<file path="src/rtl/tmr16_pkg.sv">
package tmr16_pkg;

  localparam int unsigned TMR_W  = 16;
  localparam int unsigned NCH    = 2;
  localparam int unsigned MODE_W = 3;

  typedef enum logic [MODE_W-1:0] {
    MD_FREE       = 3'd0,
    MD_PWM_8      = 3'd1,
    MD_PWM_9      = 3'd2,
    MD_PWM_10     = 3'd3,
    MD_PWM_TOPA   = 3'd4,
    MD_PWM_TOPCAP = 3'd5,
    MD_RSV6       = 3'd6,
    MD_RSV7       = 3'd7
  } tmr_mode_e;

  // Modes whose compare writes are buffered until the wrap
  function automatic logic mode_is_pwm(input logic [MODE_W-1:0] m);
    return (m >= MD_PWM_8) && (m <= MD_PWM_TOPCAP);
  endfunction

  // Mode in which channel A defines the wrap point
  function automatic logic mode_a_is_top(input logic [MODE_W-1:0] m);
    return m == MD_PWM_TOPA;
  endfunction

endpackage

</file>
<file path="src/rtl/tmr16_top_sel.sv">
module tmr16_top_sel
  import tmr16_pkg::*;
#(
  parameter int unsigned W = TMR_W
) (
  input  logic [MODE_W-1:0] mode,
  input  logic [W-1:0]      ocra_act,
  input  logic [W-1:0]      cap_val,
  output logic [W-1:0]      top_val,
  output logic              is_pwm,
  output logic              a_is_top
);

  localparam logic [W-1:0] TOP_8  = {{(W-8){1'b0}},  {8{1'b1}}};
  localparam logic [W-1:0] TOP_9  = {{(W-9){1'b0}},  {9{1'b1}}};
  localparam logic [W-1:0] TOP_10 = {{(W-10){1'b0}}, {10{1'b1}}};
  localparam logic [W-1:0] TOP_MAX = {W{1'b1}};

  function automatic logic [W-1:0] pick_top(input logic [MODE_W-1:0] m,
                                            input logic [W-1:0] a,
                                            input logic [W-1:0] c);
    case (tmr_mode_e'(m))
      MD_PWM_8:      return TOP_8;
      MD_PWM_9:      return TOP_9;
      MD_PWM_10:     return TOP_10;
      MD_PWM_TOPA:   return a;
      MD_PWM_TOPCAP: return c;
      default:       return TOP_MAX;
    endcase
  endfunction

  assign top_val  = pick_top(mode, ocra_act, cap_val);
  assign is_pwm   = mode_is_pwm(mode);
  assign a_is_top = mode_a_is_top(mode);

endmodule

</file>
<file path="src/rtl/tmr16_counter.sv">
module tmr16_counter
  import tmr16_pkg::*;
#(
  parameter int unsigned W = TMR_W
) (
  input  logic         clk,
  input  logic         rst_n,
  input  logic         tick_en,
  input  logic [W-1:0] top_val,
  output logic [W-1:0] count,
  output logic         wrap_evt,
  output logic         ovf_q
);

  // At or past the wrap point the next tick returns to zero
  function automatic logic [W-1:0] next_count(input logic [W-1:0] c,
                                              input logic [W-1:0] t);
    return (c >= t) ? '0 : c + 1'b1;
  endfunction

  assign wrap_evt = tick_en && (count >= top_val);

  always_ff @(posedge clk) begin
    if (!rst_n) begin
      count <= '0;
      ovf_q <= 1'b0;
    end else begin
      ovf_q <= wrap_evt;
      if (tick_en) count <= next_count(count, top_val);
    end
  end

endmodule

</file>
<file path="src/rtl/tmr16_cmp_chan.sv">
module tmr16_cmp_chan
  import tmr16_pkg::*;
#(
  parameter int unsigned W = TMR_W
) (
  input  logic         clk,
  input  logic         rst_n,
  input  logic         wr,
  input  logic [W-1:0] wdata,
  input  logic         buffered,
  input  logic         wrap_evt,
  input  logic         tick_en,
  input  logic [W-1:0] count,
  input  logic         clr,
  input  logic         pwm_en,
  output logic [W-1:0] ocr_act,
  output logic         match_evt,
  output logic         flag,
  output logic         pwm
);

  logic [W-1:0] ocr_buf;

  function automatic logic pwm_level(input logic en,
                                     input logic [W-1:0] c,
                                     input logic [W-1:0] cmp);
    return en && (c < cmp);
  endfunction

  assign match_evt = tick_en && (count == ocr_act);
  assign pwm       = pwm_level(pwm_en, count, ocr_act);

  always_ff @(posedge clk) begin
    if (!rst_n) begin
      ocr_buf <= '0;
      ocr_act <= '0;
      flag    <= 1'b0;
    end else begin
      if (wr) ocr_buf <= wdata;
      if (!buffered && wr)       ocr_act <= wdata;
      else if (buffered && wrap_evt) ocr_act <= ocr_buf;
      // a match in the same cycle outranks the clear
      flag <= match_evt || (flag && !clr);
    end
  end

endmodule

</file>
<file path="src/rtl/tmr16_core.sv">
module tmr16_core
  import tmr16_pkg::*;
#(
  parameter int unsigned W  = TMR_W,
  parameter int unsigned NC = NCH
) (
  input  logic              clk,
  input  logic              rst_n,
  input  logic              tick_en,
  input  logic [MODE_W-1:0] mode,
  input  logic [NC-1:0]     cmp_wr,
  input  logic [W-1:0]      cmp_wdata,
  input  logic [W-1:0]      cap_val,
  input  logic [NC-1:0]     flag_clr,
  output logic [W-1:0]      count,
  output logic              at_bottom,
  output logic              at_top,
  output logic              at_max,
  output logic              ovf_strb,
  output logic [NC-1:0]     match_flag,
  output logic [NC-1:0]     pwm_out
);

  // Named internal events, brought out for the checker
  logic [W-1:0]         top_val;
  logic                 wrap_evt;
  logic                 is_pwm;
  logic                 a_is_top;
  logic [NC-1:0]        match_evt;
  logic [NC-1:0]        pwm_en;
  logic [NC-1:0][W-1:0] act_vec;

  tmr16_top_sel #(.W(W)) u_top_sel (
    .mode     (mode),
    .ocra_act (act_vec[0]),
    .cap_val  (cap_val),
    .top_val  (top_val),
    .is_pwm   (is_pwm),
    .a_is_top (a_is_top)
  );

  tmr16_counter #(.W(W)) u_counter (
    .clk      (clk),
    .rst_n    (rst_n),
    .tick_en  (tick_en),
    .top_val  (top_val),
    .count    (count),
    .wrap_evt (wrap_evt),
    .ovf_q    (ovf_strb)
  );

  for (genvar g = 0; g < NC; g++) begin : g_ch
    if (g == 0) begin : g_a
      assign pwm_en[g] = is_pwm && !a_is_top;
    end else begin : g_other
      assign pwm_en[g] = is_pwm;
    end

    tmr16_cmp_chan #(.W(W)) u_chan (
      .clk       (clk),
      .rst_n     (rst_n),
      .wr        (cmp_wr[g]),
      .wdata     (cmp_wdata),
      .buffered  (is_pwm),
      .wrap_evt  (wrap_evt),
      .tick_en   (tick_en),
      .count     (count),
      .clr       (flag_clr[g]),
      .pwm_en    (pwm_en[g]),
      .ocr_act   (act_vec[g]),
      .match_evt (match_evt[g]),
      .flag      (match_flag[g]),
      .pwm       (pwm_out[g])
    );
  end

  assign at_bottom = (count == '0);
  assign at_max    = &count;
  assign at_top    = (count == top_val);

endmodule

</file>
<file path="config.mk">
export PLATFORM = sky130hd
export DESIGN_NAME = tmr16_core
export DESIGN_NICKNAME = d
export VERILOG_FILES = /design/src/rtl/tmr16_pkg.sv /design/src/rtl/tmr16_top_sel.sv /design/src/rtl/tmr16_counter.sv /design/src/rtl/tmr16_cmp_chan.sv /design/src/rtl/tmr16_core.sv
export SDC_FILE = /design/constraint.sdc
export NUM_CORES = 1
export LEC_CHECK = 0
export BUFFER_PORTS_ARGS = -buffer_cell sky130_fd_sc_hd__clkbuf_2
export CAP_MARGIN = 10
export CORE_ASPECT_RATIO = 0.9
export CORE_UTILIZATION = 34
export CTS_CLUSTER_SIZE = 12
export DETAILED_ROUTE_END_ITERATION = 12
export PLACE_DENSITY_LB_ADDON = 0.08
export RECOVER_POWER = 25
export SYNTH_ARGS = -nofsm -noshare
export SYNTH_HDL_FRONTEND = slang
export SYNTH_SLANG_ARGS = --single-unit
</file>
<file path="constraint.sdc">
create_clock -name clk -period 2.7 [get_ports clk]
set_input_delay 0.27 -clock clk [delete_from_list [all_inputs] [get_ports clk]]
set_output_delay 0.27 -clock clk [all_outputs]
set_load 0.02 [all_outputs]
</file>
==> impl_metrics.yaml, run 1 <==
run_status:
  outcome: "finished clean"
synthesis:
  syn_area_sq_um: 4950
  synth_cell_types: 50
  netlist_instances: 573
  synth_edf_count: 0
  avgSynthCellArea_sq_um: 8.638
  synthFlopType: "dfxtp_1"
  ys_top_cells_by_area: "dfxtp_1, ha_1, mux2i_1, a21oi_1, nor2b_1"
  ys_async_sr_fraction_pct: 0
  yosysWarnings: 0
  yosysTopAreaCell: "dfxtp_1"
  yosysSeqAreaShare_pct: 33.57
  synth_nets: 665
  yosys_register_bits: 83
  synth_top_area_share_pct: 33.57
global_route:
  gr-usage-all-layers_pct: 19.76
  grt_max_degree: 35
  first_global_vias: 4057
  grt_pass1_wl_mm: 22.09
  antenna_found_initial: 0
  gr-total-overflow: 0
routing:
  viasPerCell: 4.943
  antenna_left: 0
  first_iter_violations: 224
  drc_errors: 0
  routedWlPerCell_um: 16.04
  firstDrtPassIters: 4
  drt_wl_total_mm: 13.86
  via_count: 4271
critical_path:
  critPathArrivalTime_ns: 2.80
  slowest_delay_ns: 0.35
  end_kind: "flip-flop"
  path_cells: "nor2_1 -> a21oi_1 -> o21ai_0 -> ha_1 -> nand4_1 -> buf_4 -> nor2_1 -> a2bb2oi_1 -> buf_4 -> a21oi_4 -> buf_6 -> mux2i_1 -> a21oi_1"
  slowest_stage: "dfxtp_1"
  path_class: "flip-flop to flip-flop"
  path_buf_inv: 3
  timing.rr.start: "g_ch[0].u_chan.ocr_act[15]"
  critPathRequiredTime_ns: 2.92
  start_kind: "flip-flop"
  startpoint: "g_ch[0].u_chan.ocr_act[15]"
  cpLargestDelayFamily: "compound AO/OA/AOI/OAI gates"
  worst-path-max-fanout: 10
power_and_ir_drop:
  leakagePower_nw: 2.658
  power_frac_comb_pct: 16.0
  ir_drop_v: 0.0003318
  p_seq_share_pct: 43.9
  p_int_w: 0.002217
  p_clk_share_pct: 40.1
  swShare_pct: 26.48
  power.switching_w: 0.0007986
  power_density_nw_per_um2: 499.1
clocking:
  clk_latency_ns: 0.34
  htree_levels: 3
  cts_root_buffer: "clkbuf_16"
  cts.path.max_buffers: 2
  clock-sinks: 83
  clk_pin_slew_ns: 0.06
  tritoncts: "yes"
  cts_made_buffers: 9
placement:
  pre_cts_slack_ns: -0.2117
  gp_congestion: 0.9237
  hpwl_mm: 10.90
  dp_cells: 849
  numPortBuffers: 65
layout:
  fillers: 1463
  fin_nets: 759
  area_growth_pct: 22.07
  final_util_pct: 42.83
  diodes: 0
  stdcell_count: 864
  most-common-layout-cells: "dfxtp_1, clkbuf_2, inv_1"
  layout_commonest_cell: "dfxtp_1"
  drive_above_1_share_pct: 20.12
sta:
  max_freq_mhz: 387.3
  slew_headroom_pct: 10.97
  finalHoldViolations: 0
  fin_crit_sh_pct: 95.63
  finalMaxSlewViolations: 0
  finalClockSkew_ns: 0.008498
  setup_violations: 0
  fin_ws_ns: 0.1181
  rsz0062_at_grt: "yes"
  worst_pin_slew_ns: 1.335
  finalCriticalPeriod_ns: 2.582
run:
  drv_cap: 0
floorplanning:
  die_w_um: 129.2
  dieArea_sq_um: 15050
  io_pins: 66
  initial_utilization_pct: 35.09
  num_rows: 41
  coreArea_sq_um: 14110
  die_h_um: 116.5
worst_hold_path:
  min_path_type: "primary input to flip-flop"
  min_from: "flag_clr[0]"
[power groups by stage]
stage | registers, W | logic [W] | clock network (W)
2_1_floorplan | 0.00134 | 0.000310 | 0
3_3_place_gp | 0.00135 | 0.000472 | 0
3_5_place_dp | 0.00135 | 0.000482 | 0
4_1_cts | 0.00132 | 0.000486 | 0.00125
5_1_grt | 0.00133 | 0.000545 | 0.00130
6_report | 0.00132 | 0.000482 | 0.00121
[Yosys cell counts (5+ instances only)]
master / instances
nor2b_1: 36
xnor2_1: 5
a22oi_1: 7
o21a_1: 14
a211oi_1: 7
nor3_1: 8
or3_1: 5
a21boi_1: 5
xor2_1: 11
dfxtp_1: 83
nand4_1: 16
nor2_1: 38
o21ai_0: 40
clkbuf_1: 18
mux2i_1: 50
nand3_1: 9
inv_1: 51
ha_1: 50
nand2_1: 14
a21oi_1: 48
a21o_1: 5
[flip-flops by register name, summed over array words and instances (netlist names)]
register / cells
g_ch.u_chan.flag: 2
g_ch.u_chan.ocr_buf: 32
u_counter.count: 16
u_counter.ovf_q: 1
g_ch.u_chan.ocr_act: 32
[metrics by stage]
step                hold slack [ns]  setup TNS, ns  total power [W]  instance area (sq um)
floorplan                    0.4394              0         0.001655                   4955
global placement             0.4505         -3.973         0.001822                   5727
detailed placement           0.4587         -4.933         0.001832                   5727
CTS                          0.2068              0         0.003058                   6021
global route                 0.2171        -0.2169         0.003178                   6042
finish                       0.2090              0         0.003016                   6042
[worst min-delay path, delay by kind of cell]
family                 cells  cell delay (ns)
AND/OR/NAND/NOR            1             0.09
AO/OA/AOI/OAI              1             0.07
buffers and inverters      1             0.07
[layer usage]
metal | global-route usage [%] | part of all wire [%] | up-vias
li1 | - | - | 2196
met1 | 27.55 | 51 | 1970
met2 | 31.11 | 44 | 94
met3 | 4.489 | 4.3 | 11
met4 | 4.078 | 1.0 | 0
met5 | 0 | 0 | -
[what timing repair did]
item	4_1_cts	5_1_grt
resized for setup	1	8
hold buffers	0	0
buffers inserted	0	0
setup endpoints to repair	1	21
pin swaps	0	3
[layout make-up]
| class | count | area (sq um) | area share [%] |
|---|---|---|---|
| Inverter | 51 | 191.4 | 3.168 |
| Clock buffer | 11 | 232.7 | 3.852 |
| Timing Repair Buffer | 115 | 703.2 | 11.64 |
| Clock inverter | 4 | 52.55 | 0.8697 |
| Multi-Input combinational cell | 407 | 2958 | 48.95 |
| Tap cell | 193 | 241.5 | 3.997 |
| Sequential cell | 83 | 1663 | 27.52 |
[cell families (layout without fill, tap and decap cells)]
kind of cell / after synthesis / count (layout) / synth area share, %
simple gates: 149 / 149 / 16.13
compound gates: 142 / 142 / 17.29
flops: 83 / 83 / 33.57
buf+inv: 83 / 181 / 7.431
fa+ha+maj: 50 / 50 / 12.64
mux: 50 / 50 / 10.11
xor+xnor: 16 / 16 / 2.831
[path summary, 6_finish.rpt]
path	endpoint	slack, ns	cells past startpoint
max	g_ch[1].u_chan.ocr_act[4]	0.12	13
min	g_ch[0].u_chan.flag	0.21	3
max reg2reg	g_ch[1].u_chan.ocr_act[4]	0.12	13
min reg2reg	g_ch[1].u_chan.ocr_act[7]	0.47	1
No activity file was read; power rests on OpenSTA's default activity.
==> run 2: changes to the inputs <==
--- a/config.mk
+++ b/config.mk
@@ -5,6 +5,8 @@
 export SDC_FILE = /design/constraint.sdc
 export NUM_CORES = 1
 export LEC_CHECK = 0
+export ABC_AREA = 1
+export ABC_CLOCK_PERIOD_IN_PS = 2700
 export BUFFER_PORTS_ARGS = -buffer_cell sky130_fd_sc_hd__clkbuf_2
 export CAP_MARGIN = 10
 export CORE_ASPECT_RATIO = 0.9
@@ -15,4 +17,5 @@
 export RECOVER_POWER = 25
 export SYNTH_ARGS = -nofsm -noshare
 export SYNTH_HDL_FRONTEND = slang
+export SYNTH_HIERARCHICAL = 1
 export SYNTH_SLANG_ARGS = --single-unit
==> run 2 against run 1 <==
  * Largest cell class unchanged
  * The flow now finishes with violations (design-rule violations)
  * Synthesized cell count grew 39%
  * Non-clock buffer count up 2
  * Critical path type is now primary input to flip-flop
  * Power is 9.9% higher
  * Clock skew is essentially flat
==> impl_metrics.yaml, run 2 <==
global_route:
  antenna_found_initial: 0
  gr-usage-all-layers_pct: 20.72
  first_global_vias: 5224
  gr-total-overflow: 0
  grt_pass1_wl_mm: 28.06
  grt_max_degree: 35
sta:
  slew_headroom_pct: 25.05
  fin_crit_sh_pct: 90.05
  whs_ns: 0.2403
  rsz0062_at_grt: "yes"
  finalClockSkew_ns: 0.008191
  finalCriticalPeriod_ns: 2.431
  finalMaxSlewViolations: 0
  setup_violations: 0
  worst_pin_slew_ns: 1.124
  max_freq_mhz: 411.3
  finalHoldViolations: 0
critical_path:
  slowest_delay_ns: 0.29
  path_cells: "clkbuf_2 -> inv_2 -> ha_1 -> inv_1 -> nor2_2 -> nand2_4 -> inv_6 -> nand3_2 -> inv_1 -> ha_1 -> nand2_1 -> nor2_1 -> nor2_1 -> nand2_1 -> nand2_1 -> nand2_1 -> nand2_1 -> nand2_1 -> nand2_1 -> inv_1 -> nand2_2 -> nand2_8 -> buf_4 -> a31oi_1"
  end_kind: "flip-flop"
  critPathArrivalTime_ns: 2.70
  critPathRequiredTime_ns: 2.97
  crit_top_cell: "nand2_1"
  slowest_stage: "ha_1"
  path_buf_inv: 7
  start_kind: "primary input"
  cpLargestDelayFamily: "simple AND/OR/NAND/NOR gates"
  path_class: "primary input to flip-flop"
  worst-path-max-fanout: 11
synthesis:
  ys_top_cells_by_area: "dfxtp_1, ha_1, nand2_1, nor2_1, inv_1"
  avgSynthCellArea_sq_um: 7.214
  synth_cell_types: 38
  ys_async_sr_fraction_pct: 0
  ys_top_cells_by_count: "nand2_1, nor2_1, inv_1"
  synth_nets: 891
  synth_top_area_share_pct: 28.90
  yosysWarnings: 6
  syn_area_sq_um: 5749
  yosys_register_bits: 83
  yosysTopAreaCell: "dfxtp_1"
  synth_most_common_cell: "nand2_1"
  yosysSeqAreaShare_pct: 28.90
  netlist_instances: 797
  synth_edf_count: 0
  synthFlopType: "dfxtp_1"
floorplanning:
  io_pins: 66
  die_w_um: 139.1
  die_h_um: 125.4
  initial_utilization_pct: 35.16
  dieArea_sq_um: 17430
  num_rows: 44
  coreArea_sq_um: 16350
layout:
  largestRegisters: "g_ch.u_chan/ocr_act x32, g_ch.u_chan/ocr_buf x32, u_counter/count x16"
  layout_commonest_cell: "nand2_1"
  diodes: 0
  final_util_pct: 41.35
  most-common-layout-cells: "nand2_1, nor2_1, inv_1"
  area_growth_pct: 17.58
  drive_above_1_share_pct: 21.65
  fin_nets: 985
routing:
  firstDrtPassIters: 9
  antenna_left: 0
  drt_wl_total_mm: 17.65
  via_count: 5450
  drc_errors: 8
  routedWlPerCell_um: 16.00
  viasPerCell: 4.941
  first_iter_violations: 286
power_and_ir_drop:
  leakagePower_nw: 3.163
  ir_drop_v: 0.0004195
  power_density_nw_per_um2: 490.3
placement:
  numPortBuffers: 65
  hpwl_mm: 12.99
  gp_congestion: 0.8980
worst_hold_path:
  min_path_type: "primary input to flip-flop"
clocking:
  cts_made_buffers: 9
  post_cts_buffers: 0
  htree_levels: 3
  tritoncts: "yes"
  cts.path.max_buffers: 2
  clock-sinks: 83
  cts_root_buffer: "clkbuf_16"
  clk_pin_slew_ns: 0.07
  clk_latency_ns: 0.35
run_status:
  violations: "design-rule violations"
  outcome: "finished, violations left"
run:
  drv_cap: 0
-- run 2: power breakdown --
group,internal (W),leakage (nW),total [W],switching [W]
sequential,0.00130,0.683,0.00135,0.0000535
combinational,0.000274,2.33,0.000702,0.000429
clock,0.000725,0.148,0.00126,0.000536
-- run 2: area by class of cell --
type                            instances  area (sq um)
Tap cell                              207         259.0
Clock buffer                            9         225.2
Fill cell                            1715          9590
Inverter                               97         374.1
Sequential cell                        83          1662
Clock inverter                          7         76.32
Multi-Input combinational cell        583          3445
Timing Repair Buffer                  117         719.4
-- run 2: through the flow --
step | total power [W] | cells | setup TNS [ns] | area [sq um] | setup WS (ns)
after floorplan | 0.001854 | 797 | 0 | 5749 | 0.02488
final | 0.003315 | 1103 | 0 | 6760 | 0.2687
after global routing | 0.003495 | 1103 | -0.07027 | 6760 | -0.01928
after CTS | 0.003349 | 1101 | 0 | 6744 | 0.2141
after detailed placement | 0.002077 | 1085 | -3.542 | 6442 | -0.1580
after global placement | 0.002062 | 1085 | -3.809 | 6442 | -0.1263
-- run 2: cell families after synthesis --
logic type / synth area share, %
buffers and inverters: 11.62
xor gates and xnor gates: 3.047
muxes: 0.1741
adders and majority gates: 11.32
and+or+nand+nor: 30.69
AOI/OAI and AO/OA: 14.25
DFF: 28.90
-- run 2: metal layers --
| layer | share of wire [%] | global-route usage (%) | wire length (um) | vias to the layer above |
|---|---|---|---|---|
| met3 | 4.4 | 3.102 | 783 | 16 |
| met1 | 49 | 28.65 | 8690 | 2471 |
| met4 | 1.3 | 5.163 | 223 | 0 |
| li1 | - | - | - | 2833 |
| met2 | 45 | 33.69 | 7954 | 130 |
| met5 | 0 | 0 | 0 | - |
-- run 2: final timing paths --
path | startpoint | endpoint | slack, ns | depth (start not counted)
max | mode[1] | g_ch[1].u_chan/ocr_act[5] | 0.27 | 24
min | flag_clr[0] | g_ch[0].u_chan/flag | 0.24 | 3
max reg2reg | g_ch[0].u_chan/ocr_act[3] | g_ch[0].u_chan/ocr_act[15] | 0.29 | 18
min reg2reg | g_ch[1].u_chan/ocr_buf[8] | g_ch[1].u_chan/ocr_act[8] | 0.48 | 2
-- run 2: timing repair --
| action | CTS | global route |
|---|---|---|
| hold buffers | 0 | 0 |
| setup endpoints to repair | 0 | 30 |
| gates resized for setup | 0 | 1 |
-- run 2: worst reg2reg max path: cells and delay by family, from the launching register on --
| family | cells | cell delay, ns |
|---|---|---|
| flops | 1 | 0.44 |
| fa+ha+maj | 1 | 0.28 |
| buf+inv | 2 | 0.16 |
| compound gates | 2 | 0.25 |
| simple gates | 13 | 1.19 |
